==> src/rtl/msnPkg.sv <==
package msnPkg;

  // Strobe from control to one switch element: which input wins a clash.
  typedef struct packed {
    logic favorB;
  } swCtl_t;

  // Report from one switch element back to control.
  typedef struct packed {
    logic clash;
  } swStat_t;

  // Inverse perfect shuffle: the line that lands on position p
  // after a left rotation of the index bits.
  function automatic int unsigned rotR(int unsigned p, int unsigned bits);
    int unsigned mask;
    if (bits <= 1) return p;
    mask = (1 << bits) - 1;
    return ((p >> 1) | ((p & 1) << (bits - 1))) & mask;
  endfunction

endpackage

==> src/rtl/msnSwitchElem.sv <==
module msnSwitchElem
  import msnPkg::*;
#(
  parameter int BW = 8
) (
  input  logic          aVld,
  input  logic          aDir,
  input  logic [BW-1:0] aBus,
  input  logic          bVld,
  input  logic          bDir,
  input  logic [BW-1:0] bBus,
  input  swCtl_t        ctl,
  output logic          upVld,
  output logic [BW-1:0] upBus,
  output logic          loVld,
  output logic [BW-1:0] loBus,
  output swStat_t       stat
);

  logic clash;
  logic aPass;
  logic bPass;

  assign clash = aVld & bVld & (aDir == bDir);
  assign aPass = aVld & ~(clash & ctl.favorB);
  assign bPass = bVld & ~(clash & ~ctl.favorB);
  assign stat.clash = clash;

  always_comb begin
    upVld = 1'b0;
    upBus = '0;
    if (aPass && !aDir) begin
      upVld = 1'b1;
      upBus = aBus;
    end else if (bPass && !bDir) begin
      upVld = 1'b1;
      upBus = bBus;
    end
  end

  always_comb begin
    loVld = 1'b0;
    loBus = '0;
    if (aPass && aDir) begin
      loVld = 1'b1;
      loBus = aBus;
    end else if (bPass && bDir) begin
      loVld = 1'b1;
      loBus = bBus;
    end
  end

endmodule

==> src/rtl/msnDatapath.sv <==
module msnDatapath
  import msnPkg::*;
#(
  parameter int N  = 8,
  parameter int PW = 16,
  localparam int IW = $clog2(N),
  localparam int NE = IW * (N / 2)
) (
  input  logic [N-1:0]          reqValid,
  input  logic [N-1:0][IW-1:0]  reqDest,
  input  logic [N-1:0]          reqWrite,
  input  logic [N-1:0][PW-1:0]  reqPayload,
  input  swCtl_t [NE-1:0]       ctl,
  output swStat_t [NE-1:0]      stat,
  output logic [N-1:0]          reqGrant,
  output logic [N-1:0]          memValid,
  output logic [N-1:0][IW-1:0]  memSrc,
  output logic [N-1:0]          memWrite,
  output logic [N-1:0][PW-1:0]  memPayload
);

  localparam int L    = IW;
  localparam int HALF = N / 2;
  // line layout: {dest, src, write, payload}
  localparam int BW   = 2 * IW + 1 + PW;

  logic [L:0][N-1:0]         lnVld;
  logic [L:0][N-1:0][BW-1:0] lnBus;
  logic [N-1:0][IW-1:0]      arriveDest;

  for (genvar i = 0; i < N; i++) begin : g_inject
    assign lnVld[0][i] = reqValid[i];
    assign lnBus[0][i] = {reqDest[i], IW'(i), reqWrite[i], reqPayload[i]};
  end

  for (genvar k = 0; k < L; k++) begin : g_stage
    for (genvar e = 0; e < HALF; e++) begin : g_elem
      localparam int SA = int'(rotR(2 * e, L));
      localparam int SB = int'(rotR(2 * e + 1, L));
      msnSwitchElem #(.BW(BW)) u_elem (
        .aVld  (lnVld[k][SA]),
        .aDir  (lnBus[k][SA][BW-1-k]),
        .aBus  (lnBus[k][SA]),
        .bVld  (lnVld[k][SB]),
        .bDir  (lnBus[k][SB][BW-1-k]),
        .bBus  (lnBus[k][SB]),
        .ctl   (ctl[k*HALF+e]),
        .upVld (lnVld[k+1][2*e]),
        .upBus (lnBus[k+1][2*e]),
        .loVld (lnVld[k+1][2*e+1]),
        .loBus (lnBus[k+1][2*e+1]),
        .stat  (stat[k*HALF+e])
      );
    end
  end

  for (genvar m = 0; m < N; m++) begin : g_eject
    assign memValid[m]   = lnVld[L][m];
    assign arriveDest[m] = lnBus[L][m][BW-1 -: IW];
    assign memSrc[m]     = lnBus[L][m][BW-IW-1 -: IW];
    assign memWrite[m]   = lnBus[L][m][PW];
    assign memPayload[m] = lnBus[L][m][PW-1:0];
  end

  always_comb begin
    reqGrant = '0;
    for (int m = 0; m < N; m++) begin
      if (memValid[m] && arriveDest[m] == IW'(m)) reqGrant[memSrc[m]] = 1'b1;
    end
  end

endmodule

==> src/rtl/msnControl.sv <==
module msnControl
  import msnPkg::*;
#(
  parameter int NE = 12
) (
  input  logic              clk,
  input  logic              rstN,
  input  swStat_t [NE-1:0]  stat,
  output swCtl_t  [NE-1:0]  ctl
);

  logic [NE-1:0] favorQ;

  always_ff @(posedge clk or negedge rstN) begin
    if (!rstN) begin
      favorQ <= '0;
    end else begin
      for (int e = 0; e < NE; e++) begin
        if (stat[e].clash) favorQ[e] <= ~favorQ[e];
      end
    end
  end

  for (genvar e = 0; e < NE; e++) begin : g_ctl
    assign ctl[e].favorB = favorQ[e];
  end

endmodule

==> src/rtl/msnSwitchNet.sv <==
module msnSwitchNet
  import msnPkg::*;
#(
  parameter int N  = 8,
  parameter int PW = 16,
  localparam int IW = $clog2(N)
) (
  input  logic                 clk,
  input  logic                 rstN,
  input  logic [N-1:0]         reqValid,
  input  logic [N-1:0][IW-1:0] reqDest,
  input  logic [N-1:0]         reqWrite,
  input  logic [N-1:0][PW-1:0] reqPayload,
  output logic [N-1:0]         reqGrant,
  output logic [N-1:0]         reqReject,
  output logic [N-1:0]         memValid,
  output logic [N-1:0][IW-1:0] memSrc,
  output logic [N-1:0]         memWrite,
  output logic [N-1:0][PW-1:0] memPayload
);

  localparam int NE = IW * (N / 2);

  swCtl_t  [NE-1:0] ctl;
  swStat_t [NE-1:0] stat;

  msnControl #(.NE(NE)) u_ctl (
    .clk  (clk),
    .rstN (rstN),
    .stat (stat),
    .ctl  (ctl)
  );

  msnDatapath #(.N(N), .PW(PW)) u_dp (
    .reqValid   (reqValid),
    .reqDest    (reqDest),
    .reqWrite   (reqWrite),
    .reqPayload (reqPayload),
    .ctl        (ctl),
    .stat       (stat),
    .reqGrant   (reqGrant),
    .memValid   (memValid),
    .memSrc     (memSrc),
    .memWrite   (memWrite),
    .memPayload (memPayload)
  );

  assign reqReject = reqValid & ~reqGrant;

endmodule

==> config.mk <==
export PLATFORM = sky130hd
export DESIGN_NAME = msnSwitchNet
export DESIGN_NICKNAME = d
export VERILOG_FILES = /design/src/rtl/msnPkg.sv /design/src/rtl/msnSwitchElem.sv /design/src/rtl/msnDatapath.sv /design/src/rtl/msnControl.sv /design/src/rtl/msnSwitchNet.sv
export SDC_FILE = /design/constraint.sdc
export NUM_CORES = 1
export LEC_CHECK = 0
export BUFFER_PORTS_ARGS = -buffer_cell sky130_fd_sc_hd__buf_4
export CAP_MARGIN = 40
export CORE_MARGIN = 2
export CORE_UTILIZATION = 40
export CTS_CLUSTER_SIZE = 25
export DETAILED_ROUTE_END_ITERATION = 12
export MAX_ROUTING_LAYER = met4
export PLACE_DENSITY = 0.65
export RECOVER_POWER = 25
export SETUP_SLACK_MARGIN = 0.3
export SYNTH_ARGS = -nofsm -noshare
export SYNTH_HDL_FRONTEND = slang
export SYNTH_HIERARCHICAL = 1
export SYNTH_SLANG_ARGS = --single-unit
==> constraint.sdc <==
create_clock -name clk -period 4.7 [get_ports clk]
set_clock_uncertainty 0.2 [all_clocks]
set_input_delay 0.705 -clock clk [delete_from_list [all_inputs] [get_ports clk]]
set_output_delay 0.705 -clock clk [all_outputs]
set_load 0.01 [all_outputs]
Word level (Yosys, flattened, before mapping)
Cells that the tools add are included.

Register bits after elaboration: 12. Input port bits: 170. Output and inout bits: 184. Logic and storage cells: 373.

Order comparisons: 16. Eq/ne operators: 19. Multiplexer cells: 120. Bitwise gates (word level): 117. Reduce and logical (&&, ||, !) cells: 89.

Operators by type and width (number): 2-to-1 mux 23 bit (48); AND 1 bit (72); logical AND 1 bit (64); 2-to-1 mux 8 bit (8); 2-to-1 mux 1 bit (56); OR 8 bit (7); inverter 1 bit (36); less-than comparator 3 x 4 -> 1 bit (second input constant) (8); demux 1 bit (select 3 bit) (8); greater-or-equal comparator 3 x 1 -> 1 bit (second input constant) (8); zero test 1 bit (24); == test 1 bit (12); == test 3 bit (second input constant) (4); AND 8 bit (1); inverter 8 bit (1); == test 3 x 2 -> 1 bit (second input constant) (2); == test 3 x 1 -> 1 bit (second input constant) (1); zero test 3 bit (1).

Logic depth before layout (Yosys ltp)
Gate-level depths: netlist (run 1).

Depth in word-level cells: 45. Depth in mapped cells: 17. Mapped depth without buffers: 11.

By module
Netlist (run 1), hierarchy kept.

By module, submodules not included: msnSwitchElem (times used 12, cells each 179, area an instance 1098.6 µm², sequential area each 0.0 µm²); msnDatapath (times used 1, cells each 123, area an instance 769.5 µm², sequential area each 0.0 µm²); msnControl (times used 1, cells each 24, area an instance 405.4 µm², sequential area each 300.3 µm²); msnSwitchNet (times used 1, cells each 8, area an instance 110.1 µm², sequential area each 0.0 µm²).

Worst setup path before layout (run 1)
OpenSTA, ideal clock, no wires.

Path type: input -> output. Start point: input reqValid[3]. End point: output reqReject[3]. Data arrival time: 4251 ps. Data required time: 3795 ps. Setup slack: -456 ps. Cell stages on the path: 16. Path buffers: 6. Cell sequence: and3b_1 buf_2 buf_6 o22ai_1 buf_2 buf_2 nand3_1 o22ai_1 buf_2 buf_2 nand3_1 o22ai_1 nand2b_1 o32ai_1 or4_1 nor2b_4.

RTL lines: start: declaration (RTL line msnSwitchNet.sv:10) `input logic [N-1:0] reqValid,`; end: declaration (RTL line msnSwitchNet.sv:15) `output logic [N-1:0] reqReject,`.

==> results.json, run 1 <==
{
  "status": "finished with violations",
  "violations": "negative setup slack",
  "synth-adder-area-share_pct": 0,
  "synthMuxAreaShare_pct": 0,
  "setup_violations": 2,
  "nNetsFinal": 2900,
  "ant_nets": 0,
  "layout-drive-gt1-share_pct": 33.7,
  "wire_per_inst_um": 25.0,
  "crit_slowest_cell": "or4b_4",
  "synth.area.top_cells": "nand3b_1, o22ai_1, nand3_1, buf_2, clkbuf_1",
  "grt_pass1_wl_um": 115000,
  "port-buffer-count": 353,
  "die_h_um": 194,
  "start_kind": "primary input",
  "dr_wl_met3_um": 7890,
  "cp_slowest_stage_delay_ns": 0.56,
  "route.vias.total": 21336,
  "coreArea_um2": 35600,
  "synth-edff-count": 0,
  "synth_top_area_share_pct": 28.6,
  "io_pins": 354,
  "die_area_um2": 37700,
  "critPathMaxFanout": 6,
  "grtUsageTotal_pct": 39.8,
  "drt_iter0_drc": 2602,
  "power_density_nw_per_um2": 177,
  "dp_hpwl_um": 61800,
  "hold_viol_final": 0,
  "clock_sinks": 12,
  "synth_ff_type": "dfrtp_1",
  "synth-xor-area-share_pct": 1.45,
  "max_slew_margin_pct": 3.09,
  "worstSkewPairLatency_ns": 0.27,
  "gp_congestion": 1.05,
  "critPathRequiredTime_ns": 3.80,
  "die_w_um": 194,
  "tightest_slew_ns": 1.45,
  "initial_utilization_pct": 40.7,
  "pwr-share-clk_pct": 5.7,
  "yosysUniqueCellTypes": 43,
  "ys_seq_elements": 12,
  "setup.worst_path.end_class": "primary output",
  "synth_top_area_cell": "nand3b_1",
  "cts_tree": "done",
  "first_global_vias": 18700,
  "synth_area_per_cell_um2": 6.28,
  "ys_warn_count": 6,
  "seqPwrFrac_pct": 7.3,
  "p_total_uw": 3630,
  "switching_share_pct": 56.5,
  "maxCapViolations": 0,
  "final_cell_mix": "buf_4, nand3b_1, nand3_1",
  "dp_cells": 3130,
  "layout_commonest_cell": "buf_4",
  "largest_reg_flops": 12,
  "wl_met2_um": 34900,
  "cts.clk_slew.worst_paths_ns": 0.06,
  "grt.overflow.total": 0,
  "row_count": 69,
  "hold_ws_ns": 0.366,
  "drc_errors": 0,
  "switchingPower_uw": 2050,
  "critPathKind": "primary input to primary output",
  "numCtsBuffers": 3,
  "min_period_over_period_pct": 100,
  "period_needed_ns": 4.71,
  "synth_compound_area_share_pct": 26.6,
  "peakVddDrop_uv": 140,
  "areaGrowthSynthToFinish_pct": 41.9,
  "drtPass1Iterations": 9,
  "ys_seq_area_share_pct": 2.08,
  "antenna_found_initial": 0,
  "final_cells": 3190,
  "fin_ws_ns": -0.00935,
  "wl_um": 79900,
  "ys_async_sr_fraction_pct": 100,
  "cp_num_buf_inv": 3,
  "cts.htree.levels": 1,
  "syn_inst": 2303,
  "total_leakage_power_uw": 0.00746,
  "syn-cell-area_um2": 14500,
  "crit_arrival_ns": 3.80,
  "synth_top_family_by_area": "simple AND/OR/NAND/NOR gates",
  "met1_length_um": 32000,
  "cp_cell_sequence": "buf_12 -> and3b_2 -> o22ai_4 -> nand3b_1 -> o22ai_4 -> buf_12 -> nor3b_4 -> o22ai_2 -> or4b_4 -> or4_4 -> o31a_1 -> nand4_1 -> buf_4",
  "n_antenna_cell": 0,
  "dr.max_layer_used": "met4",
  "synthSimpleGateAreaFrac_pct": 55.0,
  "routed_via_density": 6.69,
  "clk_path_buf_depth": 2,
  "hold_class": "flop to flop",
  "tns_ns": -0.0134,
  "critPathTopFamily": "simple AND/OR/NAND/NOR gates",
  "power_frac_comb_pct": 86.9,
  "grt_setup_unrepaired": "yes",
  "max_freq_ghz": 0.212,
  "slew_violations": 0,
  "grt_max_degree": 44,
  "ctsRootBufferMaster": "clkbuf_16",
  "intPower_uw": 1580
}
## final timing paths
path                                    from  cells after the start  slack (ns)             to
worst min-delay path            u_ctl/ctl[7]                      1        0.37   u_ctl/ctl[7]
worst min register to register  u_ctl/ctl[7]                      1        0.37   u_ctl/ctl[7]
min in group asynchronous               rstN                      1        0.58   u_ctl/ctl[9]
worst max-delay path             reqValid[4]                     13      -0.009    reqGrant[1]
worst max register to register  u_ctl/ctl[2]                     11        1.96  u_ctl/ctl[10]
max in group asynchronous               rstN                      1        2.86   u_ctl/ctl[1]
## cells by family (layout without fill, tap and decap cells)
group	Yosys count	count (layout)
buffers and inverters	412	792
other	2	48
AND/OR/NAND/NOR	1245	1245
XOR/XNOR	24	24
flip-flops	12	12
AO/OA/AOI/OAI	608	608
## what timing repair did
| action | 4_1_cts | 5_1_grt |
|---|---|---|
| pin swaps | 16 | 47 |
| endpoints found under the setup margin | 16 | 16 |
| gates cloned | 1 | 4 |
| hold buffers | 0 | 0 |
| setup buffers | 17 | 34 |
| resized for setup | 83 | 119 |
## metal layers
metal / track usage [%] / vias to the layer above
met5: - / -
met4: 20.5 / 0
met3: 6.11 / 174
met2: 59.3 / 1238
met1: 51.8 / 10148
li1: - / 9776
## layout make-up
cell class                 instances  area, µm²
fill                            3484      15000
tap                              461        577
timing repair buffer             756       6190
sequential                        12        300
inverter                          32        120
clock buffer                       4       88.8
multi-input combinational       1925      13300
## cell usage after synthesis (all sizes together) (2+ instances only)
library cell,n
a21oi,3
a22o,12
a22oi,3
a31oi,13
and3,12
and3b,24
and4,2
and4bb,2
buf,272
clkbuf,108
conb,2
dfrtp,12
inv,32
nand2,9
nand2b,6
nand3,554
nand3b,552
nand4,8
nand4b,3
nor2,7
nor2b,15
nor3,21
nor3b,12
nor4,4
nor4b,3
o21ai,3
o22ai,565
o32a,2
o32ai,4
or2,4
or4,3
xor2,24
## per-stage QoR
step | setup WS (ns) | instance area (µm²) | util [%]
3_3_place_gp | -0.0525 | 19000 | 53.4
6_report | -0.00935 | 20500 | 57.7
5_1_grt | -0.0651 | 20500 | 57.7
3_5_place_dp | -0.0890 | 19000 | 53.4
2_1_floorplan | 0.160 | 15300 | -
4_1_cts | 0.0686 | 19600 | 55.1
## power groups by stage
stage	clock, µW	sequential [µW]	combinational (µW)
after floorplan	0	226	1800
after global placement	0	253	2760
after detailed placement	0	255	2790
after CTS	212	263	2890
after global routing	212	274	3310
final	208	267	3160
Note: power is estimated with default switching activity, not from simulation.
==> run 2, diff against run 1 <==
--- a/config.mk
+++ b/config.mk
@@ -13,7 +13,6 @@
 export DETAILED_ROUTE_END_ITERATION = 12
 export MAX_ROUTING_LAYER = met4
 export PLACE_DENSITY = 0.65
-export RECOVER_POWER = 25
 export SETUP_SLACK_MARGIN = 0.3
 export SYNTH_ARGS = -nofsm -noshare
 export SYNTH_HDL_FRONTEND = slang
==> run 2 against run 1 <==
Net effect: the flow still finishes with violations (negative setup slack); critical path type unchanged; worst setup slack got worse by 0.0020 ns; via count rose by 0.29%; sequential share of layout area barely moved; combinational power barely moved; flip-flop and latch count did not move; critical path depth did not move; die area did not move; first-iteration DRC count rose by 0.35%; count of clock-buffer cells in the layout did not move.
==> results.json, run 2 (same netlist as run 1, synthesis figures left out) <==
{
  "route.vias.total": 21398,
  "hold_viol_final": 0,
  "grt_setup_unrepaired": "yes",
  "fin_util_pct": 57.8,
  "layout-drive-gt1-share_pct": 33.8,
  "drt_iter0_drc": 2611,
  "status": "finished with violations",
  "critPathKind": "primary input to primary output",
  "place_ws_ns": -0.0890,
  "drc_errors": 0,
  "coreArea_um2": 35600,
  "start_kind": "primary input",
  "largest_reg_flops": 12,
  "antenna_found_initial": 0,
  "setup_violations": 2,
  "violations": "negative setup slack",
  "port-buffer-count": 353,
  "first_global_vias": 18700,
  "critPathMaxFanout": 6,
  "setup.worst_path.end_class": "primary output",
  "initial_utilization_pct": 40.7,
  "min_period_over_period_pct": 100,
  "grtUsageTotal_pct": 39.8,
  "drtPass1Iterations": 8,
  "power_density_nw_per_um2": 177,
  "ant_nets": 0,
  "cts_tree": "done",
  "period_needed_ns": 4.71,
  "hold_class": "primary input to async pin",
  "cts.clk_slew.worst_paths_ns": 0.07,
  "gp_congestion": 1.05,
  "nNetsFinal": 2900,
  "total_leakage_power_uw": 0.00747,
  "cp_cell_sequence": "buf_12 -> and3b_2 -> o22ai_4 -> nand3b_1 -> o22ai_4 -> buf_12 -> nor3b_4 -> o22ai_2 -> or4b_4 -> or4_4 -> o31a_1 -> nand4_1 -> buf_4",
  "slew_violations": 0,
  "wl_um": 79800,
  "maxCapViolations": 0,
  "crit_arrival_ns": 3.81,
  "n_antenna_cell": 0,
  "crit_slowest_cell": "or4b_4",
  "fin_ws_ns": -0.0113,
  "layout_commonest_cell": "buf_4",
  "die_w_um": 194,
  "tightest_slew_ns": 0.814,
  "grt.overflow.total": 0,
  "wire_per_inst_um": 25.0,
  "areaGrowthSynthToFinish_pct": 42.0,
  "clock_sinks": 12,
  "cts.htree.levels": 1,
  "io_pins": 354,
  "max_freq_ghz": 0.212,
  "dp_hpwl_um": 61800,
  "clk_path_buf_depth": 2,
  "peakVddDrop_uv": 140,
  "nFillCells": 3480,
  "grt_pass1_wl_um": 115000,
  "die_area_um2": 37700,
  "ctsRootBufferMaster": "clkbuf_16",
  "max_slew_margin_pct": 45.7,
  "numCtsBuffers": 3,
  "row_count": 69,
  "worstSkewPairLatency_ns": 0.27,
  "grt_max_degree": 44,
  "die_h_um": 194,
  "tns_ns": -0.0174,
  "critPathRequiredTime_ns": 3.80,
  "final_cell_mix": "buf_4, nand3b_1, nand3_1",
  "routed_via_density": 6.71,
  "cp_slowest_stage_delay_ns": 0.56
}
==> run 2: changes by cell type in the layout (fill, tap and decap cells not counted), sizes merged <==
cell and change:
clkbuf -3, buf +3
==> run 2: timing repair <==
| action | CTS | global route |
|---|---|---|
| cloned | 1 | 4 |
| pin swaps | 16 | 47 |
| hold buffers | 0 | 0 |
| buffers inserted | 17 | 34 |
| gates resized for setup | 83 | 119 |
| endpoints found under the setup margin | 16 | 16 |
==> run 2: power by group <==
group,total (µW),internal [µW],switching (µW)
clock,208,130,77.6
sequential,268,156,111
combinational,3160,1300,1860
==> run 2: final cells by class <==
cell class	instances	area, µm²	share of cell area (%)
repair buffers	756	6210	30.2
flip-flops and latches	12	300	1.46
inverters	32	120	0.585
multi-input cells	1925	13300	64.5
clock buffers	4	88.8	0.432
well taps	461	577	2.81
==> run 2: per-stage QoR <==
step                      power, µW  instances  instance area [µm²]  hold slack [ns]
after detailed placement       3050       3130                19000            0.349
after CTS                      3370       3152                19600            0.140
after global placement         3010       3130                19000            0.342
after floorplan                2030       2349                15300            0.209
final                          3640       3190                20500            0.146
after global routing           3790       3190                20500            0.148
==> run 2: final timing paths <==
kind / endpoint / start / depth (start not counted) / slack, ns
min: u_ctl/ctl[9] / rstN / 1 / 0.15
min reg2reg: u_ctl/ctl[7] / u_ctl/ctl[7] / 1 / 0.37
max: reqGrant[1] / reqValid[4] / 13 / -0.01
max in group asynchronous: u_ctl/ctl[1] / rstN / 1 / 3.88
max reg2reg: u_ctl/ctl[10] / u_ctl/ctl[2] / 11 / 1.96
min in group clk: u_ctl/ctl[7] / u_ctl/ctl[7] / 1 / 0.37
==> run 2: per-layer routing <==
metal,global-route usage (%),up-vias,wire (µm)
met5,-,-,0
met4,20.5,0,5200
met3,6.11,203,7830
met2,59.3,1262,34900
met1,51.8,10157,32000
li1,-,9776,-
==> run 2: worst max-delay path: cells and delay by family <==
kind | cells | cell delay (ns)
AND/OR/NAND/NOR | 6 | 2.01
buffers and inverters | 3 | 0.45
AO/OA/AOI/OAI | 4 | 0.64
